<file path="src/rtl/swfc_pkg.sv">
package swfc_pkg;
  // Strobes from the datapath to the control logic
  typedef struct packed {
    logic xonSeen;
    logic xoffSeen;
    logic overHigh;
    logic underLow;
  } swfcEvt_t;
endpackage

</file>
<file path="src/rtl/swfc_datapath.sv">
module swfc_datapath
  import swfc_pkg::*;
#(
  parameter int LEVEL_W = 8,
  parameter int CHAR_W  = 8
) (
  input  logic               clk,
  input  logic               rstN,
  input  logic               cfgEnable,
  input  logic               cfgStrip,
  input  logic [CHAR_W-1:0]  cfgXonChar,
  input  logic [CHAR_W-1:0]  cfgXoffChar,
  input  logic [LEVEL_W-1:0] cfgXonLevel,
  input  logic [LEVEL_W-1:0] cfgXoffLevel,
  input  logic [CHAR_W-1:0]  rxByte,
  input  logic               rxValid,
  input  logic [LEVEL_W-1:0] fifoLevel,
  output swfcEvt_t           evt,
  output logic [CHAR_W-1:0]  outByte,
  output logic               outValid,
  output logic               irqXonRx,
  output logic               irqXoffRx
);
  logic xoffHit;
  logic xonHit;
  logic dropByte;

  // XOFF wins when both characters are programmed to the same value
  assign xoffHit  = cfgEnable && rxValid && (rxByte == cfgXoffChar);
  assign xonHit   = cfgEnable && rxValid && (rxByte == cfgXonChar) && !xoffHit;
  assign dropByte = cfgStrip && (xoffHit || xonHit);

  always_comb begin
    evt.xonSeen  = xonHit;
    evt.xoffSeen = xoffHit;
    evt.overHigh = fifoLevel >= cfgXoffLevel;
    evt.underLow = fifoLevel <= cfgXonLevel;
  end

  always_ff @(posedge clk or negedge rstN) begin
    if (!rstN) begin
      outByte   <= '0;
      outValid  <= 1'b0;
      irqXonRx  <= 1'b0;
      irqXoffRx <= 1'b0;
    end else begin
      outValid  <= rxValid && !dropByte;
      irqXonRx  <= xonHit;
      irqXoffRx <= xoffHit;
      if (rxValid) outByte <= rxByte;
    end
  end


  strip_drop_chk: assert property (@(posedge clk) disable iff (!rstN)
    (rxValid && cfgEnable && cfgStrip && (rxByte == cfgXoffChar)) |=> !outValid);


  pass_through_chk: assert property (@(posedge clk) disable iff (!rstN)
    (rxValid && !cfgEnable) |=> (outValid && outByte == $past(rxByte)));


  irq_exclusive_chk: assert property (@(posedge clk) disable iff (!rstN)
    $onehot0({irqXonRx, irqXoffRx}));
endmodule

</file>
<file path="src/rtl/swfc_control.sv">
module swfc_control
  import swfc_pkg::*;
#(
  parameter int CHAR_W = 8
) (
  input  logic              clk,
  input  logic              rstN,
  input  logic              cfgEnable,
  input  logic              cfgForceXoff,
  input  logic              cfgForceXon,
  input  logic [CHAR_W-1:0] cfgXonChar,
  input  logic [CHAR_W-1:0] cfgXoffChar,
  input  swfcEvt_t          evt,
  input  logic              insAck,
  output logic              txPause,
  output logic              insReq,
  output logic [CHAR_W-1:0] insChar
);
  logic pausedQ;
  logic throttledQ;
  logic reqValidQ;
  logic reqIsXoffQ;
  logic raiseXoff;
  logic raiseXon;

  assign raiseXoff = cfgEnable && !throttledQ && evt.overHigh;
  assign raiseXon  = cfgEnable && throttledQ && evt.underLow;

  // Remote pause state from in-band characters
  always_ff @(posedge clk or negedge rstN) begin
    if (!rstN)               pausedQ <= 1'b0;
    else if (!cfgEnable)     pausedQ <= 1'b0;
    else if (cfgForceXon)    pausedQ <= 1'b0;
    else if (evt.xoffSeen)   pausedQ <= 1'b1;
    else if (evt.xonSeen)    pausedQ <= 1'b0;
  end

  // Threshold tracking and the single pending insertion slot
  always_ff @(posedge clk or negedge rstN) begin
    if (!rstN) begin
      throttledQ <= 1'b0;
      reqValidQ  <= 1'b0;
      reqIsXoffQ <= 1'b0;
    end else if (!cfgEnable) begin
      throttledQ <= 1'b0;
      reqValidQ  <= 1'b0;
    end else if (raiseXoff) begin
      throttledQ <= 1'b1;
      reqValidQ  <= 1'b1;
      reqIsXoffQ <= 1'b1;
    end else if (raiseXon) begin
      throttledQ <= 1'b0;
      reqValidQ  <= 1'b1;
      reqIsXoffQ <= 1'b0;
    end else if (reqValidQ && insAck) begin
      reqValidQ  <= 1'b0;
    end
  end

  assign txPause = pausedQ || cfgForceXoff;
  assign insReq  = reqValidQ;
  assign insChar = reqIsXoffQ ? cfgXoffChar : cfgXonChar;


  req_hold_chk: assert property (@(posedge clk) disable iff (!rstN)
    (insReq && !insAck && cfgEnable) |=> insReq);


  disable_clears_chk: assert property (@(posedge clk) disable iff (!rstN)
    !cfgEnable |=> (!insReq && !pausedQ));


  xoff_pause_chk: assert property (@(posedge clk) disable iff (!rstN)
    (evt.xoffSeen && !cfgForceXon) |=> txPause);


  force_xon_chk: assert property (@(posedge clk) disable iff (!rstN)
    cfgForceXon |=> !pausedQ);
endmodule

</file>
<file path="src/rtl/swfc_top.sv">
module swfc_top
  import swfc_pkg::*;
#(
  parameter int LEVEL_W = 8
) (
  input  logic               clk,
  input  logic               rstN,
  input  logic               cfgEnable,
  input  logic               cfgStrip,
  input  logic [7:0]         cfgXonChar,
  input  logic [7:0]         cfgXoffChar,
  input  logic [LEVEL_W-1:0] cfgXonLevel,
  input  logic [LEVEL_W-1:0] cfgXoffLevel,
  input  logic               cfgForceXoff,
  input  logic               cfgForceXon,
  input  logic [7:0]         rxByte,
  input  logic               rxValid,
  input  logic [LEVEL_W-1:0] fifoLevel,
  output logic [7:0]         outByte,
  output logic               outValid,
  output logic               txPause,
  output logic               insReq,
  output logic [7:0]         insChar,
  input  logic               insAck,
  output logic               irqXonRx,
  output logic               irqXoffRx
);
  localparam int CHAR_W = 8;

  swfcEvt_t evt;

  swfc_datapath #(.LEVEL_W(LEVEL_W), .CHAR_W(CHAR_W)) datapath_i (
    .clk(clk), .rstN(rstN), .cfgEnable(cfgEnable), .cfgStrip(cfgStrip),
    .cfgXonChar(cfgXonChar), .cfgXoffChar(cfgXoffChar),
    .cfgXonLevel(cfgXonLevel), .cfgXoffLevel(cfgXoffLevel),
    .rxByte(rxByte), .rxValid(rxValid), .fifoLevel(fifoLevel),
    .evt(evt), .outByte(outByte), .outValid(outValid),
    .irqXonRx(irqXonRx), .irqXoffRx(irqXoffRx)
  );

  swfc_control #(.CHAR_W(CHAR_W)) control_i (
    .clk(clk), .rstN(rstN), .cfgEnable(cfgEnable),
    .cfgForceXoff(cfgForceXoff), .cfgForceXon(cfgForceXon),
    .cfgXonChar(cfgXonChar), .cfgXoffChar(cfgXoffChar),
    .evt(evt), .insAck(insAck),
    .txPause(txPause), .insReq(insReq), .insChar(insChar)
  );


  force_pause_chk: assert property (@(posedge clk) disable iff (!rstN)
    cfgForceXoff |-> txPause);
endmodule

</file>
<file path="config.mk">
export PLATFORM = sky130hd
export DESIGN_NAME = swfc_top
export DESIGN_NICKNAME = d
export VERILOG_FILES = /design/src/rtl/swfc_pkg.sv /design/src/rtl/swfc_datapath.sv /design/src/rtl/swfc_control.sv /design/src/rtl/swfc_top.sv
export SDC_FILE = /design/constraint.sdc
export NUM_CORES = 1
export LEC_CHECK = 0
export ABC_AREA = 1
export ABC_CLOCK_PERIOD_IN_PS = 1250
export BUFFER_PORTS_ARGS = -buffer_cell sky130_fd_sc_hd__buf_2
export CAP_MARGIN = 5
export CORE_UTILIZATION = 46
export CTS_BUF_LIST = sky130_fd_sc_hd__clkbuf_16
export CTS_CLUSTER_SIZE = 14
export DETAILED_ROUTE_END_ITERATION = 16
export GPL_ROUTABILITY_DRIVEN = 0
export GPL_TIMING_DRIVEN = 0
export PLACE_DENSITY = 0.92
export SYNTH_ARGS = -nofsm -noshare
export SYNTH_HDL_FRONTEND = slang
export SYNTH_SLANG_ARGS = --single-unit
</file>
<file path="constraint.sdc">
create_clock -name clk -period 1.25 [get_ports clk]
set_clock_uncertainty 0.15 [all_clocks]
set_input_delay 0.125 -clock clk [delete_from_list [all_inputs] [get_ports clk]]
set_output_delay 0.125 -clock clk [all_outputs]
set_load 0.02 [all_outputs]
</file>
==> key figures <==
STA
  • Slew margin rel.: 0.713
  • Worst Tran Pin Value: 431 ps
  • Final Hold Vio Count: 0
  • Setup violators final: 8
  • PnR worst setup slack: -151 ps
  • Fin. max-slew vios: 0
  • Fmax: 714 MHz
  • Final min period: 1400 ps
  • RSZ-0062 raised after global routing: true
  • Tcrit/Tclk final: 1.12
  • Final setup TNS: -1010 ps

Floorplan
  • Starting density of the core: 0.488
  • Width of the die: 58.9 um
  • Row Count: 20
  • Core Footprint: 3050 sq um
  • Die Y: 58.9 um
  • Die ar.: 3470 sq um
  • I/O Pins: 77

Routing
  • Via/cell ratio: 4.69
  • Detailed Route WL: 4170 um
  • # DRC: 0
  • Final antenna-violating net count: 0
  • DR iter-0 viols: 83
  • Routed len/inst: 10.9 um
  • Initial DRT Pass Iterations: 4
  • DR vias: 1790

Global routing
  • Antenna violations before repair: 0
  • Largest net degree at the start of global routing: 16
  • First-pass GRT wire length: 6720 um
  • Grt ovf: 0
  • Vias in the first global route: 1675
  • GRT Overall Usage: 0.255

Critical path
  • Reg2reg setup slack: 170 ps
  • Largest stage delay on the critical path: 430 ps
  • Setup crit end kind: output port
  • R2R depth: 4
  • RR Endpoint: control_i.reqIsXoffQ$_DFFE_PN0P_
  • Critical Path AT: 1130 ps
  • Slowest-stage cell, CP: dfrtp_2
  • Crit Path Category: flop to output port
  • Reg2Reg Launch Point: control_i.reqIsXoffQ$_DFFE_PN0P_
  • Worst setup path start: control_i.reqIsXoffQ$_DFFE_PN0P_
  • CP Max Fanout: 5
  • Worst Setup Start Kind: flop
  • Cell Chain, Critical Path: buf_6 > o21ai_2 > buf_4
  • Required @ worst endpoint: 980 ps
  • CP endpoint: insChar[1]

Final layout
  • Antenna diode count: 0
  • P&R area growth vs syn: 46.5%
  • Share of cells above drive strength 1: 0.320
  • Final nets: 411
  • Fill count: 271

Synthesis
  • Synth top area cells: dfrtp_1 (25%), nand2_1 (24%), ha_1 (13%)
  • Netlist cell types: 22
  • Yosys top cell area share: 0.252
  • Syn_nets: 323
  • Mean Syn Cell Area: 5.93 sq um
  • Register bit total from synthesis: 15
  • YS warnings: 0
  • Cell taking the most area after synthesis: dfrtp_1
  • Cells after Synth: 251
  • Seq/Total Area, Yosys: 0.252
  • Synth Cell Area: 1490 sq um

Power and ir drop
  • PD cells: 983 nW/um^2
  • Leakage: 0.00140 uW
  • Maximum VDD drop: 0.529 mV

Clocking
  • CTS Buf Count: 3
  • Root Buffer: clkbuf_16
  • Clock sinks: 15
  • Max clock buf depth: 2
  • CTS tree: built
  • Worst-skew pair later-pin latency: 240 ps
  • Clock Pin Slew Worst Setup and Hold Paths: 50 ps
  • CTS HTree Levels: 1

Place
  • DP Wirelength: 3200 um
  • Setup slack at placement: -246 ps
  • Port Buffers: 76

Job
  • Max Cap Viol: 0

Hold path
  • HP Class: input pin to flop

Status
  • Outcome: complete, but fails checks
  • Failing checks: negative setup slack
-- worst min-delay path by stage --
| stage | start | end | slack (ps) | depth (start not counted) |
|---|---|---|---|---|
| final | cfgForceXon | control_i.pausedQ$_DFFE_PN0P_ | 6 | 4 |
| after floorplan | rstN | control_i.insReq$_DFFE_PN0P_ | -320 | 0 |
| after global routing | cfgForceXon | control_i.pausedQ$_DFFE_PN0P_ | 10 | 4 |
| after CTS | cfgForceXon | control_i.pausedQ$_DFFE_PN0P_ | 10 | 4 |
| after detailed placement | rstN | datapath_i.irqXonRx$_DFF_PN0_ | -120 | 1 |
| after global placement | rstN | datapath_i.irqXonRx$_DFF_PN0_ | -120 | 1 |
-- layout make-up --
class                   count  area [sq um]  area share
multi-input cells         178           953       0.437
plain buffers               2          17.5     0.00803
inverters                  56           210      0.0964
repair buffers             83           489       0.224
well taps                  44          55.1      0.0252
clock buffers               3          75.1      0.0344
clock inverters             1          3.75     0.00172
flip-flops and latches     15           377       0.173
-- power by group --
| group | switching [uW] | internal [uW] |
|---|---|---|
| sequential | 30.7 | 533 |
| clock | 171 | 421 |
| combinational | 547 | 442 |
| total | 748 | 1400 |
-- cells by family after synthesis --
kind of cell,share of synthesized area
DFF,0.252
AOI/OAI and AO/OA,0.0958
buffers and inverters,0.146
xor gates and xnor gates,0.00588
and+or+nand+nor,0.366
adders and majority gates,0.134
-- cells in the mapped netlist (all sizes together) --
| master | instances |
|---|---|
| nand2 | 96 |
| inv | 55 |
| nor2 | 20 |
| o21ai | 17 |
| ha | 16 |
| dfrtp | 15 |
| a21oi | 10 |
| nand3 | 9 |
| clkbuf | 2 |
| nand4 | 2 |
| nor3 | 2 |
| and2 | 1 |
| and3 | 1 |
| clkinv | 1 |
| nand3b | 1 |
| o21a | 1 |
| or2 | 1 |
| xnor2 | 1 |
-- worst max-delay path: cells and delay by family, from the launching register on --
kind	cells	cell delay, ps
flip-flops	1	430
AO/OA/AOI/OAI	1	140
buffers and inverters	2	320
-- stage by stage --
stage | util | area [sq um] | cells | hold WS [ps] | power [uW]
final | 0.714 | 2180 | 382 | 6.23 | 2140
after global routing | 0.714 | 2180 | 382 | 12.9 | 2270
after CTS | 0.704 | 2150 | 382 | 10.7 | 2110
after detailed placement | 0.630 | 1920 | 371 | -121 | 1300
after global placement | 0.630 | 1920 | 371 | -122 | 1280
after floorplan | - | 1490 | 251 | -321 | 1010
-- sequential cells by signal, indices dropped and copies added (netlist names) --
| name | count |
|---|---|
| datapath_i.outByte | 8 |
| control_i.insReq | 1 |
| control_i.pausedQ | 1 |
| control_i.reqIsXoffQ | 1 |
| control_i.throttledQ | 1 |
| datapath_i.irqXoffRx | 1 |
| datapath_i.irqXonRx | 1 |
| datapath_i.outValid | 1 |
-- cells in the final DEF (no fill, tap or decap), types with 2 or more instances in the layout --
master          n
a21oi_1         8
clkbuf_16       3
buf_2          67
nor3_1          2
o21ai_1         3
nand4_1         2
clkbuf_8        2
buf_6           6
nor2_2          2
nor2_1         17
buf_4           7
nand2_2         4
inv_1          50
nand2_1        92
dlygate4sd3_1   2
nand3_1         8
ha_1           15
dfrtp_1        14
o21ai_0        10
inv_2           6
o21ai_2         4
-- metal layers --
| metal | vias to the layer above | track usage | routed length [um] |
|---|---|---|---|
| li1 | 933 | - | - |
| met1 | 782 | 0.314 | 1740 |
| met2 | 65 | 0.453 | 2080 |
| met3 | 10 | 0.00659 | 261 |
| met4 | 0 | 0.133 | 82 |
| met5 | - | 0 | 0 |
-- repair_timing --
item / CTS / global route
buffers inserted: 4 / 0
endpoints found under the setup margin: 10 / 10
pin swaps: 5 / 0
hold buffers: 2 / 0
gates cloned: 1 / 0
endpoints found under the hold margin: 16 / 0
resized for setup: 34 / 5
(Power assumes the default switching activity.)
